$ cat src/rtl/ualign_pkg.sv
package ualign_pkg;

    // Misalignment handling policy selected per request
    typedef enum logic [1:0] {
        POL_FIXUP     = 2'd0,
        POL_FAULT     = 2'd1,
        POL_TRUNC     = 2'd2,
        POL_FIXUP_ALT = 2'd3
    } policy_e;

    // What the controller must do with an accepted request
    typedef enum logic [1:0] {
        ACT_LOAD      = 2'd0,
        ACT_FAULT     = 2'd1,
        ACT_SC_WRITE  = 2'd2,
        ACT_SC_REJECT = 2'd3
    } action_e;

    typedef enum logic [2:0] {
        S_IDLE  = 3'd0,
        S_RD_LO = 3'd1,
        S_RD_HI = 3'd2,
        S_MERGE = 3'd3,
        S_STORE = 3'd4,
        S_DONE  = 3'd5
    } state_e;

endpackage

$ cat src/rtl/ualign_decode.sv
module ualign_decode
    import ualign_pkg::*;
#(
    parameter int ADDR_W     = 32,
    parameter int WORD_BYTES = 4,
    parameter int TRUNC_BITS = 4,
    localparam int OFF_W     = $clog2(WORD_BYTES),
    localparam int CNT_W     = OFF_W + 1
) (
    input  logic [ADDR_W-1:0] addr,
    input  logic [1:0]        size,
    input  logic              atomic,
    input  logic [1:0]        policy,
    output logic [ADDR_W-1:0] word_addr,
    output logic [OFF_W-1:0]  offset,
    output logic [CNT_W-1:0]  nbytes,
    output logic              split,
    output action_e           action
);

    localparam logic [ADDR_W-1:0] TRUNC_MASK = ~((ADDR_W'(1) << TRUNC_BITS) - ADDR_W'(1));

    policy_e           pol;
    logic [ADDR_W-1:0] eff_addr;
    logic [OFF_W-1:0]  size_mask;
    logic [CNT_W-1:0]  span;
    logic              misaligned;
    logic              sc_unaligned;

    always_comb begin
        pol = policy_e'(policy);

        // Byte count: 1, 2, or a full word for the two largest codes
        if (size >= 2'd2) nbytes = CNT_W'(WORD_BYTES);
        else              nbytes = CNT_W'(1) << size;

        // Truncation applies to loads only
        if (pol == POL_TRUNC && !atomic) eff_addr = addr & TRUNC_MASK;
        else                             eff_addr = addr;

        offset    = eff_addr[OFF_W-1:0];
        word_addr = {eff_addr[ADDR_W-1:OFF_W], {OFF_W{1'b0}}};

        size_mask  = OFF_W'(nbytes - CNT_W'(1));
        misaligned = |(offset & size_mask);

        span  = CNT_W'(offset) + nbytes;
        split = (span > CNT_W'(WORD_BYTES));

        sc_unaligned = |addr[OFF_W-1:0];

        if (atomic) begin
            action = sc_unaligned ? ACT_SC_REJECT : ACT_SC_WRITE;
        end else if (pol == POL_FAULT && misaligned) begin
            action = ACT_FAULT;
        end else begin
            action = ACT_LOAD;
        end
    end

endmodule

$ cat src/rtl/ualign_merge.sv
module ualign_merge #(
    parameter int WORD_BYTES = 4,
    localparam int OFF_W     = $clog2(WORD_BYTES),
    localparam int CNT_W     = OFF_W + 1,
    localparam int DW        = WORD_BYTES * 8
) (
    input  logic [DW-1:0]    lo_word,
    input  logic [DW-1:0]    hi_word,
    input  logic [OFF_W-1:0] offset,
    input  logic [CNT_W-1:0] nbytes,
    output logic [DW-1:0]    result
);

    logic [2*DW-1:0] pair;
    assign pair = {hi_word, lo_word};

    // One selector per result lane: lane i takes pair byte offset+i
    for (genvar i = 0; i < WORD_BYTES; i++) begin : g_lane
        logic [CNT_W-1:0] src;
        logic             keep;
        assign src  = CNT_W'(offset) + CNT_W'(i);
        assign keep = (CNT_W'(i) < nbytes);
        assign result[i*8 +: 8] = keep ? pair[src*8 +: 8] : 8'h00;
    end

endmodule

$ cat src/rtl/ualign_ctrl.sv
module ualign_ctrl
    import ualign_pkg::*;
#(
    parameter int ADDR_W     = 32,
    parameter int WORD_BYTES = 4,
    localparam int OFF_W     = $clog2(WORD_BYTES),
    localparam int CNT_W     = OFF_W + 1,
    localparam int DW        = WORD_BYTES * 8
) (
    input  logic              clk,
    input  logic              rst_n,
    input  logic              req_valid,
    output logic              req_ready,
    input  logic [DW-1:0]     req_wdata,
    input  logic [ADDR_W-1:0] dec_word_addr,
    input  logic [OFF_W-1:0]  dec_offset,
    input  logic [CNT_W-1:0]  dec_nbytes,
    input  logic              dec_split,
    input  action_e           dec_action,
    output logic              mem_rd,
    output logic              mem_wr,
    output logic [ADDR_W-1:0] mem_addr,
    output logic [DW-1:0]     mem_wdata,
    input  logic [DW-1:0]     mem_rdata,
    output logic [DW-1:0]     mrg_lo,
    output logic [DW-1:0]     mrg_hi,
    output logic [OFF_W-1:0]  mrg_offset,
    output logic [CNT_W-1:0]  mrg_nbytes,
    input  logic [DW-1:0]     mrg_result,
    output logic              done,
    output logic [DW-1:0]     rsp_data,
    output logic              align_fault,
    output logic              sc_fail
);

    state_e            state_q, state_d;
    action_e           act_q;
    logic [ADDR_W-1:0] addr_q;
    logic [OFF_W-1:0]  off_q;
    logic [CNT_W-1:0]  nb_q;
    logic              split_q;
    logic [DW-1:0]     wdata_q;
    logic [DW-1:0]     lo_q;
    logic [DW-1:0]     result_q;
    logic              accept;

    assign accept = req_valid && (state_q == S_IDLE);

    // State register
    always_ff @(posedge clk) begin
        if (!rst_n) state_q <= S_IDLE;
        else        state_q <= state_d;
    end

    // Next-state logic
    always_comb begin
        state_d = state_q;
        unique case (state_q)
            S_IDLE: begin
                if (req_valid) begin
                    unique case (dec_action)
                        ACT_LOAD:      state_d = S_RD_LO;
                        ACT_SC_WRITE:  state_d = S_STORE;
                        ACT_FAULT:     state_d = S_DONE;
                        ACT_SC_REJECT: state_d = S_DONE;
                        default:       state_d = S_DONE;
                    endcase
                end
            end
            S_RD_LO: state_d = split_q ? S_RD_HI : S_MERGE;
            S_RD_HI: state_d = S_MERGE;
            S_MERGE: state_d = S_DONE;
            S_STORE: state_d = S_DONE;
            S_DONE:  state_d = S_IDLE;
            default: state_d = S_IDLE;
        endcase
    end

    // Request and data registers
    always_ff @(posedge clk) begin
        if (!rst_n) begin
            act_q    <= ACT_LOAD;
            addr_q   <= '0;
            off_q    <= '0;
            nb_q     <= '0;
            split_q  <= 1'b0;
            wdata_q  <= '0;
            lo_q     <= '0;
            result_q <= '0;
        end else begin
            if (accept) begin
                act_q    <= dec_action;
                addr_q   <= dec_word_addr;
                off_q    <= dec_offset;
                nb_q     <= dec_nbytes;
                split_q  <= dec_split;
                wdata_q  <= req_wdata;
                result_q <= '0;
            end
            if (state_q == S_RD_HI) lo_q <= mem_rdata;
            if (state_q == S_MERGE) result_q <= mrg_result;
        end
    end

    // Outputs
    always_comb begin
        req_ready   = 1'b0;
        mem_rd      = 1'b0;
        mem_wr      = 1'b0;
        mem_addr    = addr_q;
        mem_wdata   = wdata_q;
        done        = 1'b0;
        rsp_data    = '0;
        align_fault = 1'b0;
        sc_fail     = 1'b0;
        unique case (state_q)
            S_IDLE:  req_ready = 1'b1;
            S_RD_LO: mem_rd = 1'b1;
            S_RD_HI: begin
                mem_rd   = 1'b1;
                mem_addr = addr_q + ADDR_W'(WORD_BYTES);
            end
            S_MERGE: ;
            S_STORE: mem_wr = 1'b1;
            S_DONE: begin
                done        = 1'b1;
                rsp_data    = result_q;
                align_fault = (act_q == ACT_FAULT);
                sc_fail     = (act_q == ACT_SC_REJECT);
            end
            default: ;
        endcase
    end

    // Merge operands: split loads pair the saved low word with the arriving high word
    assign mrg_lo     = split_q ? lo_q : mem_rdata;
    assign mrg_hi     = split_q ? mem_rdata : '0;
    assign mrg_offset = off_q;
    assign mrg_nbytes = nb_q;

endmodule

$ cat src/rtl/ualign_load_unit.sv
module ualign_load_unit
    import ualign_pkg::*;
#(
    parameter int ADDR_W     = 32,
    parameter int WORD_BYTES = 4,
    parameter int TRUNC_BITS = 4,
    localparam int OFF_W     = $clog2(WORD_BYTES),
    localparam int CNT_W     = OFF_W + 1,
    localparam int DW        = WORD_BYTES * 8
) (
    input  logic              clk,
    input  logic              rst_n,
    input  logic              req_valid,
    output logic              req_ready,
    input  logic [ADDR_W-1:0] req_addr,
    input  logic [1:0]        req_size,
    input  logic              req_atomic,
    input  logic [DW-1:0]     req_wdata,
    input  logic [1:0]        req_policy,
    output logic              mem_rd,
    output logic              mem_wr,
    output logic [ADDR_W-1:0] mem_addr,
    output logic [DW-1:0]     mem_wdata,
    input  logic [DW-1:0]     mem_rdata,
    output logic              done,
    output logic [DW-1:0]     rsp_data,
    output logic              align_fault,
    output logic              sc_fail
);

    logic [ADDR_W-1:0] dec_word_addr;
    logic [OFF_W-1:0]  dec_offset;
    logic [CNT_W-1:0]  dec_nbytes;
    logic              dec_split;
    action_e           dec_action;

    logic [DW-1:0]     mrg_lo, mrg_hi, mrg_result;
    logic [OFF_W-1:0]  mrg_offset;
    logic [CNT_W-1:0]  mrg_nbytes;

    ualign_decode #(
        .ADDR_W(ADDR_W), .WORD_BYTES(WORD_BYTES), .TRUNC_BITS(TRUNC_BITS)
    ) decode_i (
        .addr(req_addr), .size(req_size), .atomic(req_atomic), .policy(req_policy),
        .word_addr(dec_word_addr), .offset(dec_offset), .nbytes(dec_nbytes),
        .split(dec_split), .action(dec_action)
    );

    ualign_ctrl #(
        .ADDR_W(ADDR_W), .WORD_BYTES(WORD_BYTES)
    ) ctrl_i (
        .clk(clk), .rst_n(rst_n),
        .req_valid(req_valid), .req_ready(req_ready), .req_wdata(req_wdata),
        .dec_word_addr(dec_word_addr), .dec_offset(dec_offset),
        .dec_nbytes(dec_nbytes), .dec_split(dec_split), .dec_action(dec_action),
        .mem_rd(mem_rd), .mem_wr(mem_wr), .mem_addr(mem_addr),
        .mem_wdata(mem_wdata), .mem_rdata(mem_rdata),
        .mrg_lo(mrg_lo), .mrg_hi(mrg_hi), .mrg_offset(mrg_offset),
        .mrg_nbytes(mrg_nbytes), .mrg_result(mrg_result),
        .done(done), .rsp_data(rsp_data),
        .align_fault(align_fault), .sc_fail(sc_fail)
    );

    ualign_merge #(
        .WORD_BYTES(WORD_BYTES)
    ) merge_i (
        .lo_word(mrg_lo), .hi_word(mrg_hi), .offset(mrg_offset),
        .nbytes(mrg_nbytes), .result(mrg_result)
    );

endmodule

$ cat config.mk
export PLATFORM = sky130hd
export DESIGN_NAME = ualign_load_unit
export DESIGN_NICKNAME = d
export VERILOG_FILES = /design/src/rtl/ualign_pkg.sv /design/src/rtl/ualign_decode.sv /design/src/rtl/ualign_merge.sv /design/src/rtl/ualign_ctrl.sv /design/src/rtl/ualign_load_unit.sv
export SDC_FILE = /design/constraint.sdc
export NUM_CORES = 1
export LEC_CHECK = 0
export CAP_MARGIN = 30
export CORE_MARGIN = 3
export CORE_UTILIZATION = 50
export DETAILED_ROUTE_END_ITERATION = 6
export GPL_ROUTABILITY_DRIVEN = 0
export HOLD_SLACK_MARGIN = 0.12
export PLACE_DENSITY_LB_ADDON = 0.15
export SLEW_MARGIN = 20
export SYNTH_ARGS = -nofsm -noshare
export SYNTH_HDL_FRONTEND = slang
export SYNTH_HIERARCHICAL = 1
export SYNTH_SLANG_ARGS = --single-unit
$ cat constraint.sdc
create_clock -name clk -period 2.4 [get_ports clk]
set_input_delay 0.24 -clock clk [delete_from_list [all_inputs] [get_ports clk]]
set_output_delay 0.24 -clock clk [all_outputs]
set_load 0.02 [all_outputs]
==> impl_metrics.py <==
metrics = {
    "setup_path": {
        "crit_path_max_fanout": 14,
        "r2r_end": "ctrl_i/result_q[4]",
        "arrival_ps": 2060,
        "rr_worst_depth": 6,
        "crit_type": "reg -> out",
        "cp-start-kind": "flip-flop",
        "r2r_slack_ps": 380,
        "crit_path_end_kind": "primary output",
        "reg2reg_from": "ctrl_i/split_q",
        "worstSetupStartpoint": "ctrl_i/addr_q[9]",
        "crit_required_ps": 2160,
    },
    "detailed_routing": {
        "drt_iter0_drc": 582,
        "vias": 6931,
        "drtPass1Iterations": 7,
        "wl_per_cell_um": 16.0,
        "post-route-drc-count": 2,
        "ant_nets": 0,
        "drt_wl_total_mm": 21.1,
        "vias_per_cell": 5.24,
    },
    "clock_network": {
        "cts_root_buf": "clkbuf_16",
        "cts_tree": "built",
        "cts-buffers-inserted": 17,
        "clkTransAtPathRegs_ps": 60,
        "cts_buffer_depth": 2,
        "numClockSinks": 139,
        "clk-insertion-delay-late_ps": 420,
        "hold_buffers": 0,
        "htreeDepth": 4,
    },
    "placed_design": {
        "io_buffers": 205,
        "place_hpwl_mm": 14.5,
    },
    "hold_path": {
        "worstHoldStart": "req_addr[16]",
        "hold_path_end": "ctrl_i/addr_q[16]",
        "min_path_type": "in -> reg",
        "min_path_cells": 3,
    },
    "synthesis": {
        "ys.warnings.count": 6,
        "synthesis.instances": 948,
        "avgSynthCellArea_sq_um": 8.55,
        "synth_area_sq_um": 8110,
    },
    "global_route": {
        "track_usage": 0.234,
        "antenna_found_initial": 0,
        "grt_pass1_vias": 6431,
        "grt_start_max_net_pins": 140,
        "globalRouteOverflowTotal": 0,
        "grt_first_pass_wirelength_mm": 33.9,
    },
    "timing": {
        "fin_crit_sh": 0.958,
        "timing.hold.ws_ps": 367,
        "tns_ps": 0,
        "hold_viol_final": 0,
        "clock.fmax_mhz": 435,
        "worst_slew_margin_rel": 0.641,
        "slew_violations": 0,
        "setup_violations": 0,
        "fin_crit_ps": 2300,
        "fin_worst_skew_ps": 7.59,
        "worstMarginPinSlew_ps": 538,
    },
    "cells_and_area": {
        "fin_nets": 1207,
        "n_fill_cell": 1330,
        "syn_to_final_growth_pct": 32.5,
        "mostFrequentLayoutCells": "nand2_1, clkdlybuf4s50_1, a21boi_0, dfxtp_1, and2_1",
        "multi_input_area_sq_um": 4680,
        "drive_gt1_frac": 0.155,
        "final_common_cell": "nand2_1",
        "fin_util": 0.691,
        "seq_area_sq_um": 2790,
        "antenna_cells": 0,
    },
    "power_and_ir_drop": {
        "p_per_area_nw_per_um2": 799,
        "p_leak_nw": 4.59,
        "peakVddDrop_mv": 0.651,
    },
    "die": {
        "die_w_um": 133,
        "io_pins": 206,
        "fp-row-count": 45,
        "design.die.area_sq_um": 17800,
        "core-area_sq_um": 15500,
        "start_util": 0.522,
        "fp.dieH_um": 133,
    },
    "flow_run": {
        "maxCapViolCount": 0,
    },
    "run_status": {
        "violations": "design-rule violations",
        "outcome": "finished with violations",
    },
}
flip-flops by register name, summed over array words and instances (netlist names):
name,cells
ctrl_i/act_q,2
ctrl_i/addr_q,32
ctrl_i/lo_q,32
ctrl_i/mem_wdata,32
ctrl_i/mrg_nbytes,3
ctrl_i/mrg_offset,2
ctrl_i/result_q,32
ctrl_i/split_q,1
ctrl_i/state_q,3
worst max path at each step:
stage / end / slack (ps) / cells past startpoint
final: mem_addr[21] / 100 / 6
after global routing: mem_addr[21] / -20 / 7
after CTS: mem_addr[12] / -40 / 5
after detailed placement: ctrl_i/state_q[2] / 70 / 9
after global placement: mem_addr[12] / 90 / 5
after floorplan: ctrl_i/result_q[6] / 250 / 7
final cells by class:
type,count,area share
Multi-Input combinational cell,692,0.436
Inverter,9,0.00315
Tap cell,211,0.0246
Clock inverter,12,0.0139
Sequential cell,139,0.259
Timing Repair Buffer,240,0.222
Clock buffer,19,0.0412
through the flow:
step,instances,power (mW),area (sq um),setup WS (ps)
after floorplan,949,4.88,8110,253
after global placement,1289,5.96,10100,93.7
after detailed placement,1289,6.01,10100,65.4
after CTS,1321,8.65,10700,-38.3
after global routing,1322,9.03,10700,-16.7
final,1322,8.58,10700,101
worst max-delay path, stage by stage (launching register included):
cell and delay, ps:
dfxtp_1 380, nand4_2 190, nor4_4 350, buf_12 170
nand3_1 90, xnor2_1 140, clkdlybuf4s15_1 320
power by group:
group / internal (mW) / switching, mW
clock: 1.65 / 0.998
combinational: 1.35 / 1.75
sequential: 2.63 / 0.200
total: 5.63 / 2.95
metal layers:
metal	vias to the layer above	track usage	routed length [um]
met5	-	0	0
met4	0	0.0634	341
met3	23	0.0551	1430
met2	196	0.355	9560
met1	3247	0.335	9800
li1	3465	-	-
repair_timing:
item,in CTS,in global routing
setup endpoints to repair,61,56
pin swaps,1,3
resized for setup,50,85
cloned,1,0
buffers inserted,0,1
No activity file was read; power rests on OpenSTA's default activity.
